--- src/rtl/sram_ctrl_pkg.sv ---
package sram_ctrl_pkg;
  typedef enum logic [2:0] {
    ST_IDLE   = 3'd0,
    ST_READ   = 3'd1,
    ST_RTURN  = 3'd2,
    ST_WSETUP = 3'd3,
    ST_WPULSE = 3'd4,
    ST_WHOLD  = 3'd5
  } ctrl_state_t;
endpackage

--- src/rtl/sram_wait_timer.sv ---
module sram_wait_timer #(
  parameter int CNT_W = 2
) (
  input  logic             clk,
  input  logic             rst_n,
  input  logic             load,
  input  logic [CNT_W-1:0] load_val,
  output logic             zero
);
  logic [CNT_W-1:0] cnt;

  always_ff @(posedge clk or negedge rst_n) begin
    if (!rst_n)            cnt <= '0;
    else if (load)         cnt <= load_val;
    else if (cnt != '0)    cnt <= cnt - 1'b1;
  end

  assign zero = (cnt == '0);

  // wait counts step down by one each cycle
  a_r3_timer_step: assert property (@(posedge clk) disable iff (!rst_n)
    (!load && cnt != '0) |=> (cnt == $past(cnt) - 1'b1));
endmodule

--- src/rtl/sram_lane_mask.sv ---
module sram_lane_mask #(
  parameter int LANES  = 2,
  parameter int LANE_W = 8
) (
  input  logic [LANES*LANE_W-1:0] din,
  input  logic [LANES-1:0]        lanes,
  output logic [LANES*LANE_W-1:0] dout
);
  for (genvar g = 0; g < LANES; g++) begin : g_lane
    assign dout[g*LANE_W +: LANE_W] = lanes[g] ? din[g*LANE_W +: LANE_W] : '0;
  end
endmodule

--- src/rtl/sram_bus_ctrl.sv ---
module sram_bus_ctrl
  import sram_ctrl_pkg::*;
#(
  parameter int ADDR_W   = 17,
  parameter int LANES    = 2,
  parameter int LANE_W   = 8,
  parameter int DATA_W   = LANES * LANE_W,
  parameter int RD_WAIT  = 3,
  parameter int WR_PULSE = 2,
  parameter int TURN_CYC = 1
) (
  input  logic              clk,
  input  logic              rst_n,
  input  logic              req_valid,
  output logic              req_ready,
  input  logic              req_write,
  input  logic [ADDR_W-1:0] req_addr,
  input  logic [DATA_W-1:0] req_wdata,
  input  logic [LANES-1:0]  req_lanes,
  output logic              rsp_valid,
  output logic [DATA_W-1:0] rsp_rdata,
  output logic [ADDR_W-1:0] sram_addr,
  output logic              sram_ce_n,
  output logic              sram_we_n,
  output logic              sram_oe_n,
  output logic [LANES-1:0]  sram_be_n,
  output logic              sram_dq_oe,
  output logic [DATA_W-1:0] sram_dq_out,
  input  logic [DATA_W-1:0] sram_dq_in
);
  localparam int MAX_RW = (RD_WAIT > WR_PULSE) ? RD_WAIT : WR_PULSE;
  localparam int MAX_CY = (MAX_RW > TURN_CYC) ? MAX_RW : TURN_CYC;
  localparam int CNT_W  = $clog2(MAX_CY + 1);

  ctrl_state_t       state, nxt_state;
  logic [ADDR_W-1:0] addr_q;
  logic [DATA_W-1:0] wdata_q;
  logic [LANES-1:0]  lanes_q;
  logic              tmr_load, tmr_zero;
  logic [CNT_W-1:0]  tmr_val;
  logic [DATA_W-1:0] rd_masked;
  logic              accept, capture;

  assign accept  = req_valid && (state == ST_IDLE);
  assign capture = (state == ST_READ) && tmr_zero;

  sram_wait_timer #(.CNT_W(CNT_W)) i_timer (
    .clk(clk), .rst_n(rst_n), .load(tmr_load), .load_val(tmr_val), .zero(tmr_zero)
  );

  sram_lane_mask #(.LANES(LANES), .LANE_W(LANE_W)) i_mask (
    .din(sram_dq_in), .lanes(lanes_q), .dout(rd_masked)
  );

  always_comb begin
    nxt_state = state;
    tmr_load  = 1'b0;
    tmr_val   = '0;
    unique case (state)
      ST_IDLE: if (req_valid) begin
        tmr_load = 1'b1;
        if (req_write) begin
          nxt_state = ST_WSETUP;
        end else begin
          nxt_state = ST_READ;
          tmr_val   = CNT_W'(RD_WAIT - 1);
        end
      end
      ST_READ: if (tmr_zero) begin
        nxt_state = ST_RTURN;
        tmr_load  = 1'b1;
        tmr_val   = CNT_W'(TURN_CYC - 1);
      end
      ST_RTURN: if (tmr_zero) nxt_state = ST_IDLE;
      ST_WSETUP: if (tmr_zero) begin
        nxt_state = ST_WPULSE;
        tmr_load  = 1'b1;
        tmr_val   = CNT_W'(WR_PULSE - 1);
      end
      ST_WPULSE: if (tmr_zero) begin
        nxt_state = ST_WHOLD;
        tmr_load  = 1'b1;
      end
      ST_WHOLD: if (tmr_zero) nxt_state = ST_IDLE;
      default: nxt_state = ST_IDLE;
    endcase
  end

  always_ff @(posedge clk or negedge rst_n) begin
    if (!rst_n) begin
      state   <= ST_IDLE;
      addr_q  <= '0;
      wdata_q <= '0;
      lanes_q <= '0;
    end else begin
      state <= nxt_state;
      if (accept) begin
        addr_q  <= req_addr;
        wdata_q <= req_wdata;
        lanes_q <= req_lanes;
      end
    end
  end

  always_ff @(posedge clk or negedge rst_n) begin
    if (!rst_n) begin
      rsp_valid <= 1'b0;
      rsp_rdata <= '0;
    end else begin
      rsp_valid <= capture;
      if (capture) rsp_rdata <= rd_masked;
    end
  end

  logic active, writing;
  assign active  = (state == ST_READ) || writing;
  assign writing = (state == ST_WSETUP) || (state == ST_WPULSE) || (state == ST_WHOLD);

  assign req_ready   = (state == ST_IDLE);
  assign sram_addr   = addr_q;
  assign sram_ce_n   = !active;
  assign sram_oe_n   = (state != ST_READ);
  assign sram_we_n   = (state != ST_WPULSE);
  assign sram_be_n   = active ? ~lanes_q : '1;
  assign sram_dq_oe  = writing;
  assign sram_dq_out = wdata_q;

  // never ready while the memory is selected
  a_r2_busy: assert property (@(posedge clk) disable iff (!rst_n)
    !sram_ce_n |-> !req_ready);
  // output strobe only in a clean read
  a_r3_read_strobes: assert property (@(posedge clk) disable iff (!rst_n)
    !sram_oe_n |-> (!sram_ce_n && sram_we_n && !sram_dq_oe));
  // response strobe lasts one cycle
  a_r4_one_pulse: assert property (@(posedge clk) disable iff (!rst_n)
    rsp_valid |=> !rsp_valid);
  // write data latched on a stable bus
  a_r5_we_rise: assert property (@(posedge clk) disable iff (!rst_n)
    $rose(sram_we_n) |-> (!sram_ce_n && sram_dq_oe && $stable(sram_addr)
                          && $stable(sram_dq_out) && $stable(sram_be_n)));
  // drivers only after memory outputs are off
  a_r6_no_contention: assert property (@(posedge clk) disable iff (!rst_n)
    $rose(sram_dq_oe) |-> ($past(sram_oe_n) && sram_oe_n));
  // strobe falls into a quiet turnaround cycle
  a_r7_turn: assert property (@(posedge clk) disable iff (!rst_n)
    rsp_valid |-> (sram_ce_n && sram_oe_n && !req_ready));
  // standby keeps everything released
  a_r8_standby: assert property (@(posedge clk) disable iff (!rst_n)
    sram_ce_n |-> (!sram_dq_oe && sram_we_n && sram_oe_n && (&sram_be_n)));
endmodule

--- config.mk ---
export PLATFORM = sky130hd
export DESIGN_NAME = sram_bus_ctrl
export DESIGN_NICKNAME = d
export VERILOG_FILES = /design/src/rtl/sram_ctrl_pkg.sv /design/src/rtl/sram_wait_timer.sv /design/src/rtl/sram_lane_mask.sv /design/src/rtl/sram_bus_ctrl.sv
export SDC_FILE = /design/constraint.sdc
export NUM_CORES = 1
export LEC_CHECK = 0
export CAP_MARGIN = 20
export CORE_MARGIN = 2
export CORE_UTILIZATION = 30
export CTS_BUF_LIST = sky130_fd_sc_hd__clkbuf_8
export DETAILED_ROUTE_END_ITERATION = 12
export HOLD_SLACK_MARGIN = 0.06
export PLACE_DENSITY = 0.71
export SLEW_MARGIN = 20
export SYNTH_ARGS = -nofsm -noshare
export SYNTH_HDL_FRONTEND = slang
export SYNTH_SLANG_ARGS = --single-unit
--- constraint.sdc ---
create_clock -name clk -period 4.44 [get_ports clk]
set_input_delay 0.888 -clock clk [delete_from_list [all_inputs] [get_ports clk]]
set_output_delay 0.888 -clock clk [all_outputs]
set_load 0.05 [all_outputs]
-- Word-level counts from Yosys, hierarchy flattened
Index checks and enable logic that the tools add are counted.
W data, S select, Z words.
- word-level logic and storage cells: 53
- output and inout bits: 57
- register bits after elaboration: 57
- bitwise logic cells: 1
- mux-type cells: 19
- equal/unequal tests: 12
- add/sub/neg operators: 1
- reduce and logical (&&, ||, !) cells: 13
- operator list (cell ; number):
    $mux W8 ; 2
    $mux W3 ; 5
    $pmux W3 S5 ; 1
    $mux W2 ; 6
    $ne A2 B2 Y1 const B ; 4
    $eq A3 B2 Y1 const B ; 2
    $eq A3 B3 Y1 const B ; 2
    $reduce_and A5 Y1 ; 1
    $pmux W2 S2 ; 1
    $reduce_bool A2 Y1 ; 2
    $eq A3 B1 Y1 const B ; 1
    $logic_not A3 Y1 ; 1
    $logic_or A1 B1 Y1 ; 3
    $mux W1 ; 3
    $ne A3 B1 Y1 const B ; 1
    $ne A3 B3 Y1 const B ; 1
    $reduce_or A3 Y1 ; 1
    $logic_and A1 B1 Y1 ; 2
    $logic_not A2 Y1 ; 1
    $ne A2 B1 Y1 const B ; 1
    $not A2 Y2 ; 1
    $pmux W1 S2 ; 1
    $reduce_or A2 Y1 ; 1
    $sub A2 B1 Y2 const B ; 1
    $logic_not A1 Y1 ; 1

-- Longest topological paths before layout
Gate-level depths: netlist of run 1.
- depth in word-level cells: 5
- depth in mapped cells: 7
- depth with buffers taken out: 6

-- Modules after synthesis
A second synthesis of run 1 with hierarchy kept.
- cells, all modules: 166
- area, all modules: 2518.7 um2
- by module, submodules not included (module ; cells each ; instances ; seq. area each (um2) ; area each (um2)):
    sram_bus_ctrl ; 138 ; 1 ; 1376.3 ; 2304.7
    sram_wait_timer ; 12 ; 1 ; 50.0 ; 113.9
    sram_lane_mask ; 16 ; 1 ; 0.0 ; 100.1

-- Worst setup path after synthesis of run 1
OpenSTA, ideal clock, no wires.
- path type: reg2out
- start point: register state[2]
- end point: output port sram_dq_oe
- buffers on the path: 1
- slack: 1.692 ns
- data required time: 3.552 ns
- data arrival time: 1.860 ns
- cell stages (with the launch flop): 4
- path through: dfrtp_1 buf_2 nand2b_1 o21ai_0
- word-level cells in the longest chain between the ends: 3
- RTL lines (what ; line ; RTL):
    start, declared ; sram_bus_ctrl.sv:35 ; ctrl_state_t state, nxt_state;
    start signal, assigned ; sram_bus_ctrl.sv:96 ; state <= nxt_state;
    $eq A3 B2 Y1 or $eq A3 B3 Y1 (tied branches) ; sram_bus_ctrl.sv:117 ; assign writing = (state == ST_WSETUP) || (state == ST_WPULSE) || (state == ST_WHOLD);
    $logic_or A1 B1 Y1 ; sram_bus_ctrl.sv:117 ;
    $logic_or A1 B1 Y1 * ; sram_bus_ctrl.sv:117 ;
    end, declared ; sram_bus_ctrl.sv:27 ; output logic sram_dq_oe,
Mark *: on every way between the ends. The rest lies on a longest branch, timed or not.

-- Worst setup path in the final report of run 1
- start point: register state[2]
- end point: output port sram_be_n[0]
- word-level cells in the longest chain between the ends: 5
- RTL lines (what ; line ; RTL):
    $eq A3 B2 Y1 or $eq A3 B3 Y1 (tied branches) ; sram_bus_ctrl.sv:117 ;
    $logic_or A1 B1 Y1 (2 in a row) ; sram_bus_ctrl.sv:117 ;
    $logic_or A1 B1 Y1 * ; sram_bus_ctrl.sv:116 ; assign active = (state == ST_READ) || writing;
    $mux W2 * ; sram_bus_ctrl.sv:124 ; assign sram_be_n = active ? ~lanes_q : '1;
    end, declared ; sram_bus_ctrl.sv:26 ; output logic [LANES-1:0] sram_be_n,
Marks and branches as above.

==> results of run 1 <==
==> stage by stage <==
step                      area [um2]  setup slack, ps  hold slack [ps]
final                           3820             1430              480
after global placement          3630             1820              461
after detailed placement        3630             1790              471
after floorplan                 2520             1690              492
after global routing            3820             1260              514
after CTS                       3820             1410              483
==> tightest hold or removal path, stage by stage, from the launching register on <==
cell,delay (ps)
dfrtp_1,340
nand2_1,50
o21ai_0,60
==> registers in the layout (all words and copies together) (netlist names) <==
name / flops
i_timer.cnt: 2
lanes_q: 2
rsp_rdata: 16
rsp_valid: 1
sram_addr: 17
sram_dq_out: 16
state: 3
==> cells in the mapped netlist (4+ instances only) <==
| master | count |
|---|---|
| o21ai_1 | 7 |
| inv_1 | 8 |
| dfrtp_1 | 57 |
| nand2_1 | 40 |
| mux2_1 | 4 |
| mux2_4 | 28 |
| o21ai_0 | 13 |
| buf_12 | 4 |
==> final timing paths <==
kind,endpoint,start,cells past startpoint
setup / recovery,sram_be_n[0],state[2],4
max in group asynchronous,lanes_q[1],rst_n,2
hold / removal,rsp_rdata[8],rsp_rdata[8],2
min in group asynchronous,sram_addr[9],rst_n,2
hold reg to reg,rsp_rdata[8],rsp_rdata[8],2
setup reg to reg,rsp_rdata[2],i_timer.cnt[0],5
==> cells by family after synthesis <==
logic type	after synthesis	synth area share [%]
fa+ha+maj	1	0.497
mux	37	20.6
flops	57	56.7
compound gates	29	7.11
simple gates	50	8.85
buf+inv	21	6.26
==> per-layer routing <==
metal / share of wire [%] / routed length, um / global-route usage [%]
met5: 0 / 0 / 0
met1: 46 / 2560 / 15.5
met2: 43 / 2420 / 18.9
met3: 10 / 567 / 5.77
met4: 1.3 / 73 / 5.36
==> layout make-up <==
type | instances | area [um2] | area share (%)
clock buffer | 10 | 138 | 3.60
multi-input combinational | 117 | 933 | 24.4
sequential | 57 | 1430 | 37.3
inverter | 8 | 30.0 | 0.785
timing repair buffer | 112 | 1110 | 29.1
tap | 105 | 131 | 3.44
clock inverter | 6 | 51.3 | 1.34
==> metrics.json, run 1 <==
{
  "status": "completed",
  "flow.area_growth_from_synthesis_pct": 51.9,
  "crit_path_max_fanout": 12,
  "slew_violations": 0,
  "finalSetupTns_ps": 0,
  "via_count_of_the_first_global_routing_pass": 1810,
  "final.period_utilization_pct": 67.7,
  "synth_edf_count": 0,
  "path_cells": "nand2_1 > o21a_1 > nand2_1 > clkdlybuf4s50_1",
  "worst_path_dominant_cell_family": "buffers and inverters",
  "clk_transition_reported_paths_ps": 60,
  "critical_path.n_buffers_inverters": 1,
  "worst-setup-path-type": "flip-flop to output pin",
  "synth_area_um2": 2520,
  "grt-ovfl-total": 0,
  "detailedRoute.firstIterationViolations": 23,
  "rsz0062_at_grt": "no",
  "yosysTopAreaCellShare_pct": 56.7,
  "most_common_cell_after_layout_fill_and_taps_aside": "clkdlybuf4s50_1",
  "ctsHoldBuffers": 0,
  "synth.top_cells.by_area": "dfrtp_1 57%, mux2_4 17%, nand2_1 6.0%",
  "detail-route-antenna-nets": 0,
  "final_period_minus_worst_setup_slack_ps": 3010,
  "top_level_ports": 112,
  "worst_ep_arrival_time_ps": 2120,
  "fp.coreArea_um2": 8180,
  "cts_setup_buffers": 0,
  "fillers": 770,
  "synth.yosys.seq_area_share_pct": 56.7,
  "drc": 0,
  "r2r_slack_ps": 2500,
  "setup_violations": 0,
  "synth_top_area_cell": "dfrtp_1",
  "routed-via-count": 1801,
  "cts_made_buffers": 9,
  "detail_route.wirelength_um": 5620,
  "ys.warnings.count": 0,
  "firstDrtPassIters": 4,
  "largest_net_degree_at_the_start_of_global_routing": 58,
  "fmax_ghz": 0.333,
  "global_route_wire_length_before_repair_um": 8680,
  "layout.nets": 361,
  "final_hold_violation_count": 0,
  "htreeDepth": 3,
  "dpl.hpwl_um": 3960,
  "floorplan.rows": 33,
  "cpPeakStageDelay_ps": 810,
  "distinct_cell_type_count_of_the_synthesized_netlist": 29,
  "top_flip_flop_cell_by_instance_count_after_synthesis": "dfrtp_1",
  "syn_nets": 251,
  "final_cells": 415,
  "clock_tree.root_cell": "clkbuf_8",
  "clk-insertion-delay-late_ps": 320,
  "maximum_clock_insertion_buffer_count": 2,
  "tritoncts": "built",
  "setup.worst_path.start_class": "flip-flop",
  "ctsResizeCount": 0,
  "cts_sinks": 57,
  "synth_cells": 195,
  "end_kind": "output pin",
  "required_ps": 3550,
  "fin_skew_ps": 6.73,
  "path_common_cell": "nand2_1",
  "die_w_um": 95.6,
  "grt_use_total_pct": 12.6,
  "max_slew_margin_pct": 37.8,
  "dp.cells": 399,
  "final_layout_size_suffix_gt1_share_pct": 16.8,
  "num_antenna_cells": 0,
  "initial_utilization_pct": 30.8,
  "routed_via_density": 4.34,
  "timing_worst_slew_pin_value_ps": 931,
  "mostFrequentLayoutCells": "110 x clkdlybuf4s50_1, 57 x dfrtp_1, 40 x nand2_1",
  "synth-async-reset-ratio_pct": 100,
  "syn_area_per_cell_um2": 12.9,
  "min-delay-path-class": "flip-flop to flip-flop",
  "gp_routability_congestion": 0.750,
  "floorplan.die_area_um2": 9140,
  "number_of_antenna_violations_at_the_first_check_in_global_routing": 0,
  "placement.io_buffers": 111,
  "routed_length_per_instance_um": 13.5,
  "die_height_um": 95.6,
  "postSynthRegisterBits": 57,
  "finalCoreUtilization_pct": 46.8,
  "drv_cap": 0,
  "slowest_stage": "clkdlybuf4s50_1"
}
Power of run 1 is left out: the tool's default activity adds up to more than one toggle a clock period on the data nets, which glitch-free logic cannot reach.
==> inputs of run 2 (changes only) <==
--- a/config.mk
+++ b/config.mk
@@ -11,7 +11,7 @@
 export CTS_BUF_LIST = sky130_fd_sc_hd__clkbuf_8
 export DETAILED_ROUTE_END_ITERATION = 12
 export HOLD_SLACK_MARGIN = 0.06
-export PLACE_DENSITY = 0.71
+export PLACE_DENSITY = 0.73
 export SLEW_MARGIN = 20
 export SYNTH_ARGS = -nofsm -noshare
 export SYNTH_HDL_FRONTEND = slang
==> constraint.sdc (replaced) <==
create_clock -name clk -period 2.75 [get_ports clk]
set_input_delay 0.55 -clock clk [delete_from_list [all_inputs] [get_ports clk]]
set_output_delay 0.55 -clock clk [all_outputs]
set_load 0.05 [all_outputs]
==> metrics.json, run 2 (synthesis results as in run 1) <==
{
  "status": "completed",
  "regToRegStartpoint": "state[0]",
  "worst_ep_arrival_time": {"value": 1960, "unit": "ps", "change": "-160 ps"},
  "slew_violations": {"value": 0, "change": "unchanged"},
  "r2r_slack": {"value": 790, "unit": "ps", "change": "-1710 ps"},
  "worstReg2RegEnd": "rsp_rdata[1]",
  "via_count_of_the_first_global_routing_pass": {"value": 1872, "change": "+3.4%"},
  "end_kind": "output pin",
  "timing.final.ws_setup": {"value": 241, "unit": "ps", "change": "-1190 ps"},
  "finalSetupTns": {"value": 0, "unit": "ps", "change": "unchanged"},
  "detail-route-antenna-nets": {"value": 0, "change": "unchanged"},
  "detailedRoute.firstIterationViolations": {"value": 64, "change": "+180%"},
  "number_of_antenna_violations_at_the_first_check_in_global_routing": {"value": 0, "change": "unchanged"},
  "worst-setup-path-type": "flip-flop to output pin",
  "clock_tree.root_cell": "clkbuf_8",
  "grt-ovfl-total": {"value": 0, "change": "unchanged"},
  "drv_cap": {"value": 0, "change": "unchanged"},
  "firstDrtPassIters": {"value": 4, "change": "unchanged"},
  "top_level_ports": {"value": 112, "change": "unchanged"},
  "fin_skew": {"value": 10.1, "unit": "ps", "change": "+3.39 ps"},
  "timing_worst_slew_pin_value": {"value": 920, "unit": "ps", "change": "-11.3 ps"},
  "most_common_cell_after_layout_fill_and_taps_aside": "clkdlybuf4s50_1",
  "placement.io_buffers": {"value": 111, "change": "unchanged"},
  "crit_path_max_fanout": {"value": 10, "change": "-2"},
  "setup.worst_path.start_class": "flip-flop",
  "htreeDepth": {"value": 3, "change": "unchanged"},
  "die_height": {"value": 95.6, "unit": "um", "change": "unchanged"},
  "required": {"value": 2200, "unit": "ps", "change": "-1350 ps"},
  "rsz0062_at_grt": "no",
  "finalInstanceArea": {"value": 3910, "unit": "um2", "change": "+2.2%"},
  "flow.area_growth_from_synthesis_pct": 55.2,
  "final.period_utilization_pct": 91.2,
  "mostFrequentLayoutCells": "106 x clkdlybuf4s50_1, 57 x dfrtp_1, 40 x nand2_1",
  "largest_register_ff_count": {"value": 17, "change": "unchanged"},
  "ctsHoldBuffers": {"value": 0, "change": "unchanged"},
  "final_hold_violation_count": {"value": 0, "change": "unchanged"},
  "max_slew_margin": {"value": 38.5, "unit": "%", "change": "+0.76 points"},
  "final_layout_size_suffix_gt1_share": {"value": 18.5, "unit": "%", "change": "+1.8 points"},
  "detail_route.wirelength": {"value": 5620, "unit": "um", "change": "about the same"},
  "setup_violations": {"value": 0, "change": "unchanged"},
  "crit_path_launch": "state[0]",
  "die_w": {"value": 95.6, "unit": "um", "change": "unchanged"},
  "global_route_wire_length_before_repair": {"value": 8850, "unit": "um", "change": "+2.0%"},
  "layout.nets": {"value": 364, "change": "+0.83%"},
  "routed_via_density": {"value": 4.36, "change": "+0.38%"},
  "fmax_ghz": 0.399,
  "drc": {"value": 0, "change": "unchanged"},
  "largest_net_degree_at_the_start_of_global_routing": {"value": 34, "change": "-41%"},
  "initial_utilization": {"value": 30.8, "unit": "%", "change": "unchanged"},
  "fp.coreArea": {"value": 8180, "unit": "um2", "change": "unchanged"},
  "gp_routability_congestion": {"value": 0.802, "change": "+7.0%"},
  "clk-insertion-delay-late": {"value": 320, "unit": "ps", "change": "about the same"},
  "floorplan.die_area": {"value": 9140, "unit": "um2", "change": "unchanged"},
  "maximum_clock_insertion_buffer_count": {"value": 2, "change": "unchanged"},
  "grt_use_total": {"value": 12.8, "unit": "%", "change": "+0.20 points"},
  "tritoncts": "built",
  "placed_area": {"value": 3680, "unit": "um2", "change": "+1.3%"},
  "final_period_minus_worst_setup_slack_ps": 2510,
  "dpl.hpwl": {"value": 4090, "unit": "um", "change": "+3.3%"},
  "finalCoreUtilization": {"value": 47.8, "unit": "%", "change": "+1.0 points"},
  "worstRegToRegCells": {"value": 4, "change": "-1"},
  "min-delay-path-class": "primary input to async pin",
  "cts_made_buffers": {"value": 9, "change": "unchanged"},
  "num_antenna_cells": {"value": 0, "change": "unchanged"},
  "placement.setup.worst_slack": {"value": 416, "unit": "ps", "change": "-1370 ps"},
  "cts_sinks": {"value": 57, "change": "unchanged"},
  "clk_transition_reported_paths": {"value": 70, "unit": "ps", "change": "about the same"},
  "floorplan.rows": {"value": 33, "change": "unchanged"},
  "routed_length_per_instance": {"value": 13.4, "unit": "um", "change": "-0.81%"},
  "routed-via-count": {"value": 1821, "change": "+1.1%"}
}
## run 2: layout make-up
type | instances | area, um2
fillers | 749 | 4270
flip-flops and latches | 57 | 1430
repair buffers | 115 | 1170
multi-input cells | 117 | 933
clock buffers | 12 | 165
well taps | 105 | 131
clock inverters | 4 | 50.0
inverters | 8 | 30.0
## run 2: critical path, stage by stage (launching register included)
cell and delay, ps:
dfrtp_1 540, nor3b_2 320, inv_1 60, clkdlybuf4s50_1 710
## run 2: how the worst max path moves through the flow
stage                  to  slack, ps  cells after the start
6_report        sram_oe_n        240                      3
5_1_grt         sram_oe_n        110                      3
4_1_cts        sram_dq_oe         50                      3
3_5_place_dp   sram_dq_oe        420                      3
3_3_place_gp   sram_dq_oe        460                      3
2_1_floorplan  sram_dq_oe        340                      3
## run 2: stage by stage
step	hold slack, ps	instances
after floorplan	254	195
after global placement	467	402
after detailed placement	472	402
after CTS	230	418
after global routing	253	418
final	225	418
## run 2: per-layer routing
metal / global-route usage, % / wire (um) / up-vias
met2: 18.9 / 2500 / 90
met3: 5.69 / 590 / 4
li1: - / - / 876
met1: 16.3 / 2500 / 851
met4: 5.12 / 31 / 0
met5: 0 / 0 / -
## run 2: repair_timing
action	4_1_cts	5_1_grt
setup buffers	0	0
resized for setup	0	4
setup endpoints to repair	0	4
Power of run 2 is left out for the same reason.
